<file path="src/rtl/cdiv_pkg.sv">
`timescale 1ns/1ps
package cdiv_pkg;
  function automatic int gcd(input int a, input int b);
    int x, y, t;
    x = a; y = b;
    while (y != 0) begin
      t = x % y; x = y; y = t;
    end
    return x;
  endfunction

  function automatic int lcm(input int a, input int b);
    return (a / gcd(a, b)) * b;
  endfunction
endpackage

</file>
<file path="src/rtl/cdiv_en_sync.sv">
`timescale 1ns/1ps
module cdiv_en_sync (
  input  logic clk_i,
  input  logic rst_ni,
  input  logic en_ni,
  output logic run_o
);
  // captured while clk_i falls, so gating changes only with the gated clock low
  always_ff @(negedge clk_i or negedge rst_ni) begin
    if (!rst_ni) run_o <= 1'b0;
    else         run_o <= ~en_ni;
  end
endmodule

</file>
<file path="src/rtl/cdiv_frame.sv">
`timescale 1ns/1ps
module cdiv_frame #(
  parameter int FRAME = 12
) (
  input  logic clk_i,
  input  logic rst_ni,
  input  logic run_i,
  output logic zero_o
);
  localparam int FW = (FRAME > 1) ? $clog2(FRAME) : 1;
  localparam logic [FW-1:0] LAST = FW'(FRAME - 1);

  logic [FW-1:0] pos_q;

  always_ff @(posedge clk_i or negedge rst_ni) begin
    if (!rst_ni)    pos_q <= '0;
    else if (run_i) pos_q <= (pos_q == LAST) ? '0 : pos_q + 1'b1;
  end

  assign zero_o = (pos_q == '0);
endmodule

</file>
<file path="src/rtl/cdiv_stage.sv">
`timescale 1ns/1ps
module cdiv_stage #(
  parameter int RATIO_LO = 2,
  parameter int RATIO_HI = 4
) (
  input  logic clk_i,
  input  logic rst_ni,
  input  logic run_i,
  input  logic load_i,
  input  logic sel_i,
  output logic clk_o
);
  localparam int W = $clog2(RATIO_HI + 1);

  logic         sel_q, sel_eff;
  logic [W-1:0] cnt_q, ratio, half;

  assign sel_eff = load_i ? sel_i : sel_q;
  assign ratio   = sel_eff ? W'(RATIO_HI) : W'(RATIO_LO);
  assign half    = ratio >> 1;

  always_ff @(posedge clk_i or negedge rst_ni) begin
    if (!rst_ni) begin
      cnt_q <= '0;
      sel_q <= 1'b0;
      clk_o <= 1'b0;
    end else if (run_i) begin
      if (load_i) sel_q <= sel_i;
      clk_o <= (cnt_q < half);
      cnt_q <= (cnt_q == ratio - 1'b1) ? '0 : cnt_q + 1'b1;
    end else begin
      clk_o <= 1'b0;
    end
  end

  a_r7_hold: assert property (@(posedge clk_i) disable iff (!rst_ni)
    !run_i |=> $stable(cnt_q) && !clk_o);

  a_r9_sel_hold: assert property (@(posedge clk_i) disable iff (!rst_ni)
    !(run_i && load_i) |=> $stable(sel_q));

  a_r9_aligned: assert property (@(posedge clk_i) disable iff (!rst_ni)
    (run_i && load_i) |-> (cnt_q == '0));
endmodule

</file>
<file path="src/rtl/cdiv_dual.sv">
`timescale 1ns/1ps
module cdiv_dual #(
  parameter int A_LO = 2,
  parameter int A_HI = 4,
  parameter int B_LO = 4,
  parameter int B_HI = 6
) (
  input  logic clk_i,
  input  logic rst_ni,
  input  logic en_ni,
  input  logic sel_a_i,
  input  logic sel_b_i,
  output logic clk_a_o,
  output logic clk_b_o
);
  import cdiv_pkg::*;

  localparam int FRAME = lcm(lcm(A_LO, A_HI), lcm(B_LO, B_HI));
  localparam int NOUT  = 2;

  logic            run, frame_zero;
  logic [NOUT-1:0] sel, div_clk;

  assign sel = {sel_b_i, sel_a_i};

  cdiv_en_sync u_en (
    .clk_i (clk_i),
    .rst_ni(rst_ni),
    .en_ni (en_ni),
    .run_o (run)
  );

  cdiv_frame #(.FRAME(FRAME)) u_frame (
    .clk_i (clk_i),
    .rst_ni(rst_ni),
    .run_i (run),
    .zero_o(frame_zero)
  );

  for (genvar i = 0; i < NOUT; i++) begin : g_stage
    cdiv_stage #(
      .RATIO_LO((i == 0) ? A_LO : B_LO),
      .RATIO_HI((i == 0) ? A_HI : B_HI)
    ) u_stage (
      .clk_i (clk_i),
      .rst_ni(rst_ni),
      .run_i (run),
      .load_i(frame_zero),
      .sel_i (sel[i]),
      .clk_o (div_clk[i])
    );
  end

  assign clk_a_o = div_clk[0];
  assign clk_b_o = div_clk[1];

  a_r1_reset_low: assert property (@(posedge clk_i)
    !rst_ni |-> (!clk_a_o && !clk_b_o));

  a_r5_frame_rise: assert property (@(posedge clk_i) disable iff (!rst_ni)
    (run && frame_zero) |=> (clk_a_o && clk_b_o));
endmodule

</file>
<file path="config.mk">
export PLATFORM = sky130hd
export DESIGN_NAME = cdiv_dual
export DESIGN_NICKNAME = d
export VERILOG_FILES = /design/src/rtl/cdiv_pkg.sv /design/src/rtl/cdiv_en_sync.sv /design/src/rtl/cdiv_frame.sv /design/src/rtl/cdiv_stage.sv /design/src/rtl/cdiv_dual.sv
export SDC_FILE = /design/constraint.sdc
export NUM_CORES = 1
export LEC_CHECK = 0
export BUFFER_PORTS_ARGS = -buffer_cell sky130_fd_sc_hd__buf_2
export CAP_MARGIN = 20
export CELL_PAD_IN_SITES_DETAIL_PLACEMENT = 0
export CELL_PAD_IN_SITES_GLOBAL_PLACEMENT = 1
export CORE_MARGIN = 4
export CORE_UTILIZATION = 44
export DETAILED_ROUTE_END_ITERATION = 10
export PLACE_DENSITY = 0.81
export SYNTH_ARGS = -nofsm -noshare
export SYNTH_HDL_FRONTEND = slang
export SYNTH_SLANG_ARGS = --single-unit
</file>
<file path="constraint.sdc">
create_clock -name clk_i -period 2 [get_ports clk_i]
set_clock_uncertainty 0.05 [all_clocks]
set_input_delay 0.2 -clock clk_i [delete_from_list [all_inputs] [get_ports clk_i]]
set_output_delay 0.2 -clock clk_i [all_outputs]
set_load 0.02 [all_outputs]
</file>
# Yosys cells after proc, flatten, opt, wreduce, memory -nomap -nowiden
# Cells that the tools add are included.
[classes] add_sub_neg=5 mul=0 div=0 magnitude_cmp=2 eq_ne=3 shift=0 muxes=9 bitwise_logic=1 n_reduce_logical=1
[ops] cell="3-bit two-way mux" count=3
[ops] cell="3-bit by 1-bit adder with 3-bit output, second input constant" count=2
[ops] cell="3-bit == test" count=2
[ops] cell="3-bit by 2-bit < comparator with 1-bit output" count=2
[ops] cell="3-bit by 1-bit subtractor with 3-bit output, second input constant" count=2
[ops] cell="4-bit by 1-bit adder with 4-bit output, second input constant" count=1
[ops] cell="4-bit == test, second input constant" count=1
[ops] cell="4-bit logical NOT" count=1
[ops] cell="1-bit two-way mux" count=4
[ops] cell="4-bit two-way mux" count=1
[ops] cell="2-bit two-way mux" count=1
[ops] cell="1-bit inverter" count=1
[totals] ff_bits=15 latch_bits=0 ramBits=0 romBits=0 in_bits=5 out_inout_bits=2 wordCells=29 n_memories=0

# Logic depth before layout (Yosys ltp)
# Gate-level depths: netlist of the first run.
[depth] ltp_word=6 mapped_depth=6 depth_no_buf=6

# By module
# Synthesis of the first run repeated with hierarchy kept, for this count alone.
[hier_totals] cells_unflattened=70 area_unflattened_um2=775.7
[by_module_without_submodules] module="cdiv_stage at g_stage[0].u_stage" instances=1 cells_each=23 area_each_um2=266.5 seq_area_each_um2=125.1
[by_module_without_submodules] module="cdiv_stage at g_stage[1].u_stage" instances=1 cells_each=23 area_each_um2=260.2 seq_area_each_um2=125.1
[by_module_without_submodules] module="cdiv_frame" instances=1 cells_each=22 area_each_um2=220.2 seq_area_each_um2=100.1
[by_module_without_submodules] module="cdiv_en_sync" instances=1 cells_each=2 area_each_um2=28.8 seq_area_each_um2=25.0

==> metrics.md, run 1 <==
| Metric | Value |
|---|---|
| Critical Path Source Type | flip-flop |
| Root Buffer | clkbuf_4 |
| RSZ-0062 raised after global routing | yes |
| Hold_sp | sel_b_i |
| WHS | 0.244 ns |
| Post-DP HPWL | 964 um |
| Data arrival, critical path | 2.22 ns |
| Syn_area_per_cell | 10.6 sq um |
| Hold path depth | 3 |
| Final Max Slew Viols | 0 |
| Die X | 49.6 um |
| FF-to-FF path depth | 4 |
| Core ar. | 1580 sq um |
| CTS tree | done |
| Sink of the worst hold path | g_stage[1].u_stage.sel_q |
| Pre-antenna DRT Iters | 4 |
| Worst setup margin | -0.0902 ns |
| Count of different cell masters after synthesis | 29 |
| Via-to-Cell Ratio | 5.50 |
| Initial DRC count | 6 |
| Port Buffers | 6 |
| Die Span Y | 49.6 um |
| Most frequent cells in the layout | dfrtp_1, nand2_1, buf_2 |
| Area grow syn2layout | 22.5% |
| Global route overflow | 0 |
| Clock sink count | 15 |
| Synth top area share | 46.0% |
| Top sig layer | met4 |
| Die ar. | 2460 sq um |
| Seq cells post-synth | 15 |
| Cell taking the most area after synthesis | dfrtp_1 |
| # IOs | 7 |
| Worst R2R Start | u_en.run_o |
| Failing checks | setup timing |
| First-pass GRT wire length | 2280 um |
| WL met2 | 645 um |
| Clk buf depth | 2 |
| Final Util | 59.2% |
| Drt total wl | 1350 um |
| Pin count of the biggest net entering global routing | 15 |
| Worst R2R Setup Slack | -0.09 ns |
| Starting Density | 48.3% |
| Initial antenna violation count | 0 |
| Rel. slew slack | 68.7% |
| Hold Crit Class | input pin to flip-flop |
| Syn Inst Count | 72 |
| Status | finished, violations left |
| Seq/Total Area, Yosys | 49.3% |
| Met1 wire length | 641 um |
| DRC viols | 0 |
| Peak supply drop | 0.732 mV |
| Final setup fails | 9 |
| Maxcap violations | 0 |
| Top cells by area, synth | dfrtp_1, ha_1, mux2i_1 |
| Antenna Nets Post-Route | 0 |
| CP max FO | 8 |
| Reg2reg end | u_frame.pos_q[3] |
| Fraction of layout cells with a size suffix above 1 | 33.3% |
| CTS clock-pin slew for the worst setup and hold paths | 0.09 ns |
| Mapped Nets | 81 |
| Wire length on met3 | 45 um |
| Final Hold Fails | 0 |
| Final TNS setup | -0.425 ns |
| Final GP Congestion | 0.767 |
| Wire per inst | 13.1 um |
| WP data required | 2.13 ns |
| Core Rows | 14 |
| Most common cell after layout, fill and taps aside | dfrtp_1 |
| Slew @ Worst Pin | 0.456 ns |
| Total CTS buffers | 3 |
| Vias in the first global route | 526 |
| Leakage Power | 0.447 nW |
| GRT Total Usage | 12.3% |
| CP Class | flip-flop to flip-flop |
| Clock Latency Late Sink | 0.28 ns |
| Yosys warns | 0 |
| Fill cells | 133 |
| Syn Std Cell Area | 762 sq um |
| Pwr Density | 1370 nW/um^2 |
| N_diodes | 0 |
| Critical Path End Type | flip-flop |
| Via count | 567 |
| CTS H-tree lvls | 1 |
| Layout Nets | 97 |
==> routing by layer <==
layer	global-route usage, %	vias to the layer above
li1	-	285
met1	15.5	272
met2	19.8	8
met3	3.61	2
met4	4.15	0
met5	0	-
==> final cells by class <==
| class | instances | area, sq um | area share (%) |
|---|---|---|---|
| multi-input combinational | 50 | 400 | 42.9 |
| sequential | 15 | 375 | 40.2 |
| timing repair buffer | 13 | 92.6 | 9.92 |
| clock buffer | 4 | 26.3 | 2.82 |
| tap | 16 | 20.0 | 2.14 |
| inverter | 5 | 18.8 | 2.01 |
==> worst max-delay path by stage <==
stage | startpoint | endpoint | slack [ns] | depth (start not counted)
global placement | u_en.run_o | g_stage[0].u_stage.cnt_q[2] | -0.1 | 4
global route | u_en.run_o | u_frame.pos_q[3] | -0.14 | 4
detailed placement | u_en.run_o | g_stage[1].u_stage.cnt_q[1] | -0.13 | 3
finish | u_en.run_o | u_frame.pos_q[3] | -0.09 | 4
CTS | u_en.run_o | u_frame.pos_q[3] | -0.08 | 4
floorplan | u_en.run_o | g_stage[0].u_stage.cnt_q[2] | -0.04 | 4
==> worst max-delay path: stages, from the launching register on <==
cell      delay (ns)
dfrtn_1         0.39
buf_4           0.17
nand2b_1        0.06
o21ai_0         0.06
a22o_2          0.25
==> report_power, final <==
group | internal (mW) | switching [mW] | total [mW]
combinational | 0.265 | 0.258 | 0.523
sequential | 0.433 | 0.148 | 0.581
clock | 0.0774 | 0.0961 | 0.174
total | 0.776 | 0.502 | 1.28
==> state kept, by name, summed over array words and instances (netlist names) <==
name	count
g_stage.u_stage.clk_o	2
g_stage.u_stage.sel_q	2
u_frame.pos_q	4
u_en.run_o	1
g_stage.u_stage.cnt_q	6
==> cells by family after synthesis <==
| family | share of synthesized area, % |
|---|---|
| compound gates | 11.2 |
| xor+xnor | 3.45 |
| fa+ha+maj | 6.57 |
| buf+inv | 4.76 |
| flops | 49.3 |
| mux | 5.25 |
| simple gates | 19.5 |
==> per-stage QoR <==
stage                     instances  total power [mW]  worst slack (ns)  area [sq um]
after detailed placement         97              1.02            -0.128           832
after global routing            103              1.40            -0.135           933
after floorplan                  72             0.897           -0.0356           766
after global placement           97              1.00           -0.0997           832
after CTS                       103              1.23           -0.0839           895
final                           103              1.28           -0.0902           933
==> cells in the mapped netlist <==
cell type	instances
dfrtp_1	14
nand2_1	8
inv_1	5
o21ai_0	5
ha_1	4
mux2i_1	4
nor2_1	4
nor3_1	4
a21oi_1	3
xor2_1	2
a211oi_1	1
a21o_2	1
a22o_2	1
a311o_1	1
and3_1	1
and4_1	1
and4bb_1	1
clkbuf_1	1
clkbuf_8	1
dfrtn_1	1
nand2b_1	1
nand3_1	1
nand3b_1	1
nand4_1	1
nor3b_2	1
nor4bb_1	1
o311ai_1	1
or2b_2	1
xnor2_1	1
==> repair_timing <==
item	4_1_cts	5_1_grt
endpoints found under the setup margin	6	11
pin swaps	5	1
gates cloned	0	0
setup buffers	1	0
resized for setup	5	8
hold buffers	1	0
endpoints found under the hold margin	14	0
(Power assumes the default switching activity.)
==> run 2: changes to the inputs <==
Settings changed: TNS_END_PERCENT from default to 50.
==> metrics.md, run 2 (synthesis gave the netlist of run 1 again) <==
| Metric | Value |
|---|---|
| Pwr Density | 1370 nW/um^2 (about the same) |
| Rel. slew slack | 69.2% (was 68.7%) |
| DRC viols | 0 (unchanged) |
| Root Buffer | clkbuf_4 (unchanged) |
| Largest Register | g_stage.u_stage.cnt_q (unchanged) |
| Layout Nets | 97 (unchanged) |
| Total CTS buffers | 3 (unchanged) |
| # IOs | 7 (unchanged) |
| Starting Density | 48.3% (unchanged) |
| Final cell count without fillers | 103 (unchanged) |
| Most frequent cells in the layout | dfrtp_1, nand2_1, buf_2 (unchanged) |
| Via-to-Cell Ratio | 5.53 (was 5.50) |
| Die X | 49.6 um (unchanged) |
| Post-DP HPWL | 967 um (was 964 um) |
| Design area | 931 sq um (was 933 sq um) |
| CP Class | flip-flop to flip-flop (unchanged) |
| Clock Latency Late Sink | 0.28 ns (about the same) |
| Via count | 570 (was 567) |
| Critical Path End Type | flip-flop (unchanged) |
| Fraction of layout cells with a size suffix above 1 | 32.2% (was 33.3%) |
| Worst setup margin | -0.0895 ns (was -0.0902 ns) |
| Maxcap violations | 0 (unchanged) |
| Core ar. | 1580 sq um (unchanged) |
| Area after DPL | 832 sq um (unchanged) |
| Vias in the first global route | 532 (was 526) |
| Slew @ Worst Pin | 0.449 ns (was 0.456 ns) |
| Die ar. | 2460 sq um (unchanged) |
| Final Hold Fails | 0 (unchanged) |
| Leakage Power | 0.448 nW (was 0.447 nW) |
| Pre-antenna DRT Iters | 4 (unchanged) |
| Reg area | 375 sq um (unchanged) |
| Max reg flops | 6 (unchanged) |
| Clk buf depth | 2 (unchanged) |
| Failing checks | setup timing (unchanged) |
| Largest registers | g_stage.u_stage.cnt_q x6, u_frame.pos_q x4 (unchanged) |
| Multi-input gate area | 398 sq um (was 400 sq um) |
| RSZ-0062 raised after global routing | yes (unchanged) |
| Hold Crit Class | input pin to flip-flop (unchanged) |
| Total power | 1.28 mW (about the same) |
| Final TNS setup | -0.411 ns (was -0.425 ns) |
| Final GP Congestion | 0.767 (unchanged) |
| Final setup fails | 7 (was 9) |
| Pin count of the biggest net entering global routing | 15 (unchanged) |
| Clock sink count | 15 (unchanged) |
| Global route overflow | 0 (unchanged) |
| Drt total wl | 1340 um (was 1350 um) |
| First-pass GRT wire length | 2280 um (about the same) |
| Final Max Slew Viols | 0 (unchanged) |
| Critical Path Source Type | flip-flop (unchanged) |
| Area grow syn2layout | 22.2% (was 22.5%) |
| CTS clock-pin slew for the worst setup and hold paths | 0.09 ns (about the same) |
| Peak supply drop | 0.695 mV (was 0.732 mV) |
| GRT Total Usage | 12.3% (unchanged) |
| Most common cell after layout, fill and taps aside | dfrtp_1 (unchanged) |
| CTS tree | done (unchanged) |
| CTS H-tree lvls | 1 (unchanged) |
| Status | finished, violations left (unchanged) |
| Initial antenna violation count | 0 (unchanged) |
| CP max FO | 4 (was 8) |
| Initial DRC count | 5 (was 6) |
| Port Buffers | 6 (unchanged) |
| N_diodes | 0 (unchanged) |
| Pre-CTS WS | -0.143 ns (was -0.128 ns) |
| Fill cells | 138 (was 133) |
| Wire per inst | 13.0 um (was 13.1 um) |
| Antenna Nets Post-Route | 0 (unchanged) |
| Core Rows | 14 (unchanged) |
| Data arrival, critical path | 2.20 ns (was 2.22 ns) |
| WP data required | 2.11 ns (was 2.13 ns) |
| Die Span Y | 49.6 um (unchanged) |
| Cells after DPL | 97 (unchanged) |
==> run 2: changes by cell type in the layout (fill, tap and decap cells not counted) <==
cell and change:
nor2_2 -1, nor2_1 +1
==> run 2: through the flow <==
step	hold WS, ns	utilization (%)
finish	0.248	59.0
detailed placement	0.140	52.8
global placement	0.138	52.8
floorplan	-0.146	-
CTS	0.271	56.5
global route	0.257	59.0
==> run 2: critical path: stages (launching register included) <==
cell      delay, ns
dfrtn_1        0.47
buf_4          0.14
mux2i_1        0.23
a211oi_2       0.07
==> run 2: power by group <==
part	total (mW)	switching, mW	internal, mW
clock network	0.174	0.0965	0.0774
registers	0.579	0.146	0.433
logic	0.523	0.259	0.265
total	1.28	0.501	0.776
==> run 2: path summary, 6_finish.rpt <==
kind,from,to,slack (ns),cells past startpoint
min in group asynchronous,rst_ni,u_frame.pos_q[1],0.37,3
max in group asynchronous,rst_ni,u_en.run_o,0.70,2
worst min register to register,g_stage[0].u_stage.sel_q,g_stage[0].u_stage.sel_q,0.49,2
worst max register to register,u_en.run_o,g_stage[1].u_stage.cnt_q[1],-0.09,3
worst min-delay path,sel_b_i,g_stage[1].u_stage.sel_q,0.25,3
worst max-delay path,u_en.run_o,g_stage[1].u_stage.cnt_q[1],-0.09,3
==> run 2: metal layers <==
| metal | track usage (%) | part of all wire, % | wire, um | vias to the layer above |
|---|---|---|---|---|
| li1 | - | - | - | 283 |
| met1 | 15.7 | 48 | 643 | 277 |
| met2 | 19.6 | 48 | 642 | 8 |
| met3 | 3.61 | 3.1 | 41 | 2 |
| met4 | 4.15 | 1.3 | 17 | 0 |
| met5 | 0 | 0 | 0 | - |
==> run 2: what timing repair did <==
action                     CTS  global route
hold endpoints to repair    14             0
hold buffers                 1             0
pin swaps                    1             4
resized for setup            4             8
setup endpoints to repair    6            11
cloned                       0             0
setup buffers                1             0
==> run 2: final cells by class <==
cell class | instances | area share (%)
repair buffers | 13 | 9.95
flip-flops and latches | 15 | 40.3
well taps | 16 | 2.15
multi-input cells | 50 | 42.7
inverters | 5 | 2.02
clock buffers | 4 | 2.82
==> run 3: changes to the inputs <==
--- a/config.mk
+++ b/config.mk
@@ -12,5 +12,5 @@
 export CORE_MARGIN = 4
-export CORE_UTILIZATION = 44
+export CORE_UTILIZATION = 38
 export DETAILED_ROUTE_END_ITERATION = 10
-export PLACE_DENSITY = 0.81
+export PLACE_DENSITY = 0.72
 export SYNTH_ARGS = -nofsm -noshare
==> constraint.sdc (replaced) <==
create_clock -name clk_i -period 2 [get_ports clk_i]
set_clock_uncertainty 0.05 [all_clocks]
set_input_delay 0.1 -clock clk_i [delete_from_list [all_inputs] [get_ports clk_i]]
set_output_delay 0.1 -clock clk_i [all_outputs]
set_load 0.02 [all_outputs]
==> metrics.md, run 3 (synthesis gave the netlist of run 1 again) <==
| Metric | Value |
|---|---|
| Status | finished, violations left (unchanged) |
| Failing checks | setup timing (unchanged) |
| Internal power | 0.773 mW (was 0.776 mW) |
| # IOs | 7 (unchanged) |
| Via-to-Cell Ratio | 4.79 (was 5.53) |
| Clock sink count | 15 (unchanged) |
| Die ar. | 2790 sq um (was 2460 sq um) |
| Comb pwr share | 40.2% (was 41.0%) |
| Starting Density | 41.9% (was 48.3%) |
| Pre-CTS WS | -0.131 ns (was -0.143 ns) |
| Data arrival, critical path | 2.21 ns (was 2.20 ns) |
| Post-DP HPWL | 947 um (was 967 um) |
| GRT Total Usage | 10.8% (was 12.3%) |
| Flop pwr share | 45.5% (was 45.4%) |
| WP data required | 2.10 ns (was 2.11 ns) |
| CP delay by family, top | flip-flops (unchanged) |
| Root Buffer | clkbuf_4 (unchanged) |
| Final cell count without fillers | 117 (was 103) |
| Max reg flops | 6 (unchanged) |
| Largest Register | g_stage.u_stage.cnt_q (unchanged) |
| CP max FO | 5 (was 4) |
| Clock power frac | 14.3% (was 13.6%) |
| Initial antenna violation count | 0 (unchanged) |
| Hold Crit Class | input pin to flip-flop (unchanged) |
| Layout Nets | 102 (was 97) |
| Worst setup margin | -0.105 ns (was -0.0895 ns) |
| Die Span Y | 52.8 um (was 49.6 um) |
| Slew @ Worst Pin | 0.445 ns (was 0.449 ns) |
| Critical Path Source Type | flip-flop (unchanged) |
| CP most frequent cell | buf_6 |
| CP Class | flip-flop to flip-flop (unchanged) |
| Port Buffers | 6 (unchanged) |
| WP buf/inv | 2 (was 1) |
| Pwr Density | 1310 nW/um^2 (was 1370 nW/um^2) |
| Core ar. | 1820 sq um (was 1580 sq um) |
| CTS clock-pin slew for the worst setup and hold paths | 0.10 ns (was 0.09 ns) |
| Drt total wl | 1360 um (was 1340 um) |
| Final Max Slew Viols | 0 (unchanged) |
| FF-to-FF path depth | 4 (was 3) |
| Pin count of the biggest net entering global routing | 15 (unchanged) |
| Slowest CP cell | dfrtn_1 (unchanged) |
| Worst R2R Start | u_en.run_o (unchanged) |
| Wire per inst | 11.6 um (was 13.0 um) |
| Final setup fails | 8 (was 7) |
| Peak supply drop | 0.649 mV (was 0.695 mV) |
| Final TNS setup | -0.524 ns (was -0.411 ns) |
| Final GP Congestion | 0.663 (was 0.767) |
| Sw frac | 38.9% (was 39.3%) |
| Final Util | 53.1% (was 59.0%) |
| Cells after DPL | 106 (was 97) |
| Critical Path End Type | flip-flop (unchanged) |
| Die X | 52.8 um (was 49.6 um) |
| Most frequent cells in the layout | dfrtp_1, buf_4, buf_2 (was dfrtp_1, nand2_1, buf_2) |
| Maxcap violations | 0 (unchanged) |
| First-pass GRT wire length | 2180 um (was 2280 um) |
| N_diodes | 0 (unchanged) |
| Clock Latency Late Sink | 0.28 ns (about the same) |
| Critical path cell sequence | buf_6, buf_6, mux2i_2, a211oi_2 (was buf_4, mux2i_1, a211oi_2) |
| Leakage Power | 0.463 nW (was 0.448 nW) |
| Pre-antenna DRT Iters | 4 (unchanged) |
| Worst R2R Setup Slack | -0.11 ns (was -0.09 ns) |
| CTS tree | done (unchanged) |
| CP max stage delay | 0.44 ns (was 0.47 ns) |
| Rel. slew slack | 69.5% (was 69.2%) |
| RSZ-0062 raised after global routing | yes (unchanged) |
| Via count | 561 (was 570) |
| Psw | 0.493 mW (was 0.501 mW) |
| CTS H-tree lvls | 1 (unchanged) |
| Largest registers | g_stage.u_stage.cnt_q x6, u_frame.pos_q x4 (unchanged) |
| Worst Setup SP | u_en.run_o (unchanged) |
| Core Rows | 15 (was 14) |
| Reg2reg end | g_stage[1].u_stage.cnt_q[1] (unchanged) |
| Total CTS buffers | 3 (unchanged) |
| Fraction of layout cells with a size suffix above 1 | 33.7% (was 32.2%) |
| Most common cell after layout, fill and taps aside | dfrtp_1 (unchanged) |
| Final Hold Fails | 0 (unchanged) |
| Antenna Nets Post-Route | 0 (unchanged) |
| Vias in the first global route | 539 (was 532) |
| Global route overflow | 0 (unchanged) |
| Clk buf depth | 2 (unchanged) |
| DRC viols | 0 (unchanged) |
| Area grow syn2layout | 26.8% (was 22.2%) |
| Critical path depth | 4 (was 3) |
| Initial DRC count | 13 (was 5) |
| Critical Path Sink | g_stage[1].u_stage.cnt_q[1] (unchanged) |
==> run 3: worst min path at each step <==
stage / startpoint / endpoint / slack (ns) / depth (start not counted)
after floorplan: rst_ni / g_stage[0].u_stage.clk_o / -0.25 / 0
after detailed placement: rst_ni / g_stage[1].u_stage.cnt_q[2] / 0.04 / 2
final: sel_a_i / g_stage[0].u_stage.cnt_q[1] / 0.14 / 4
after global placement: rst_ni / u_frame.pos_q[3] / 0.04 / 2
after CTS: sel_a_i / g_stage[0].u_stage.cnt_q[1] / 0.13 / 4
after global routing: sel_a_i / g_stage[0].u_stage.cnt_q[1] / 0.16 / 4
==> run 3: cell type report <==
cell class | count | area [sq um]
fill | 172 | 855
multi-input combinational | 50 | 377
sequential | 15 | 375
timing repair buffer | 18 | 134
tap | 25 | 31.3
clock buffer | 3 | 22.5
inverter | 5 | 18.8
clock inverter | 1 | 7.51
==> run 3: per-stage QoR <==
stage	hold WS, ns	instance area [sq um]	power [mW]
4_1_cts	0.131	923	1.23
5_1_grt	0.159	966	1.37
3_3_place_gp	0.0389	843	1.02
3_5_place_dp	0.0413	843	1.03
2_1_floorplan	-0.246	766	0.897
6_report	0.139	966	1.27
==> run 3: metal layers <==
| metal | GRT usage [%] | wire (um) | vias to the layer above | part of all wire [%] |
|---|---|---|---|---|
| li1 | - | - | 291 | - |
| met1 | 12.7 | 631 | 264 | 47 |
| met2 | 18.4 | 679 | 4 | 50 |
| met3 | 3.42 | 34 | 2 | 2.5 |
| met4 | 3.83 | 9 | 0 | 0.66 |
| met5 | 0 | 0 | - | 0 |
==> run 3: power groups by stage <==
stage               Sequential (mW)  Clock [mW]  Combinational [mW]
CTS                           0.571       0.189               0.471
finish                        0.576       0.181               0.509
global placement              0.571           0               0.445
floorplan                     0.560           0               0.336
detailed placement            0.576           0               0.458
global route                  0.596       0.200               0.577
==> run 3: worst register-to-register path, delay by kind of cell (launching register included) <==
family / cells / cell delay (ns)
flip-flops: 1 / 0.44
buffers and inverters: 2 / 0.22
multiplexers: 1 / 0.21
AO/OA/AOI/OAI: 1 / 0.05
==> run 3: repair_timing <==
| item | 4_1_cts | 5_1_grt |
|---|---|---|
| hold buffers | 1 | 0 |
| setup endpoints to repair | 8 | 12 |
| hold endpoints to repair | 14 | 0 |
| pin swaps | 3 | 2 |
| resized for setup | 4 | 8 |
| setup buffers | 4 | 2 |
| gates cloned | 0 | 0 |
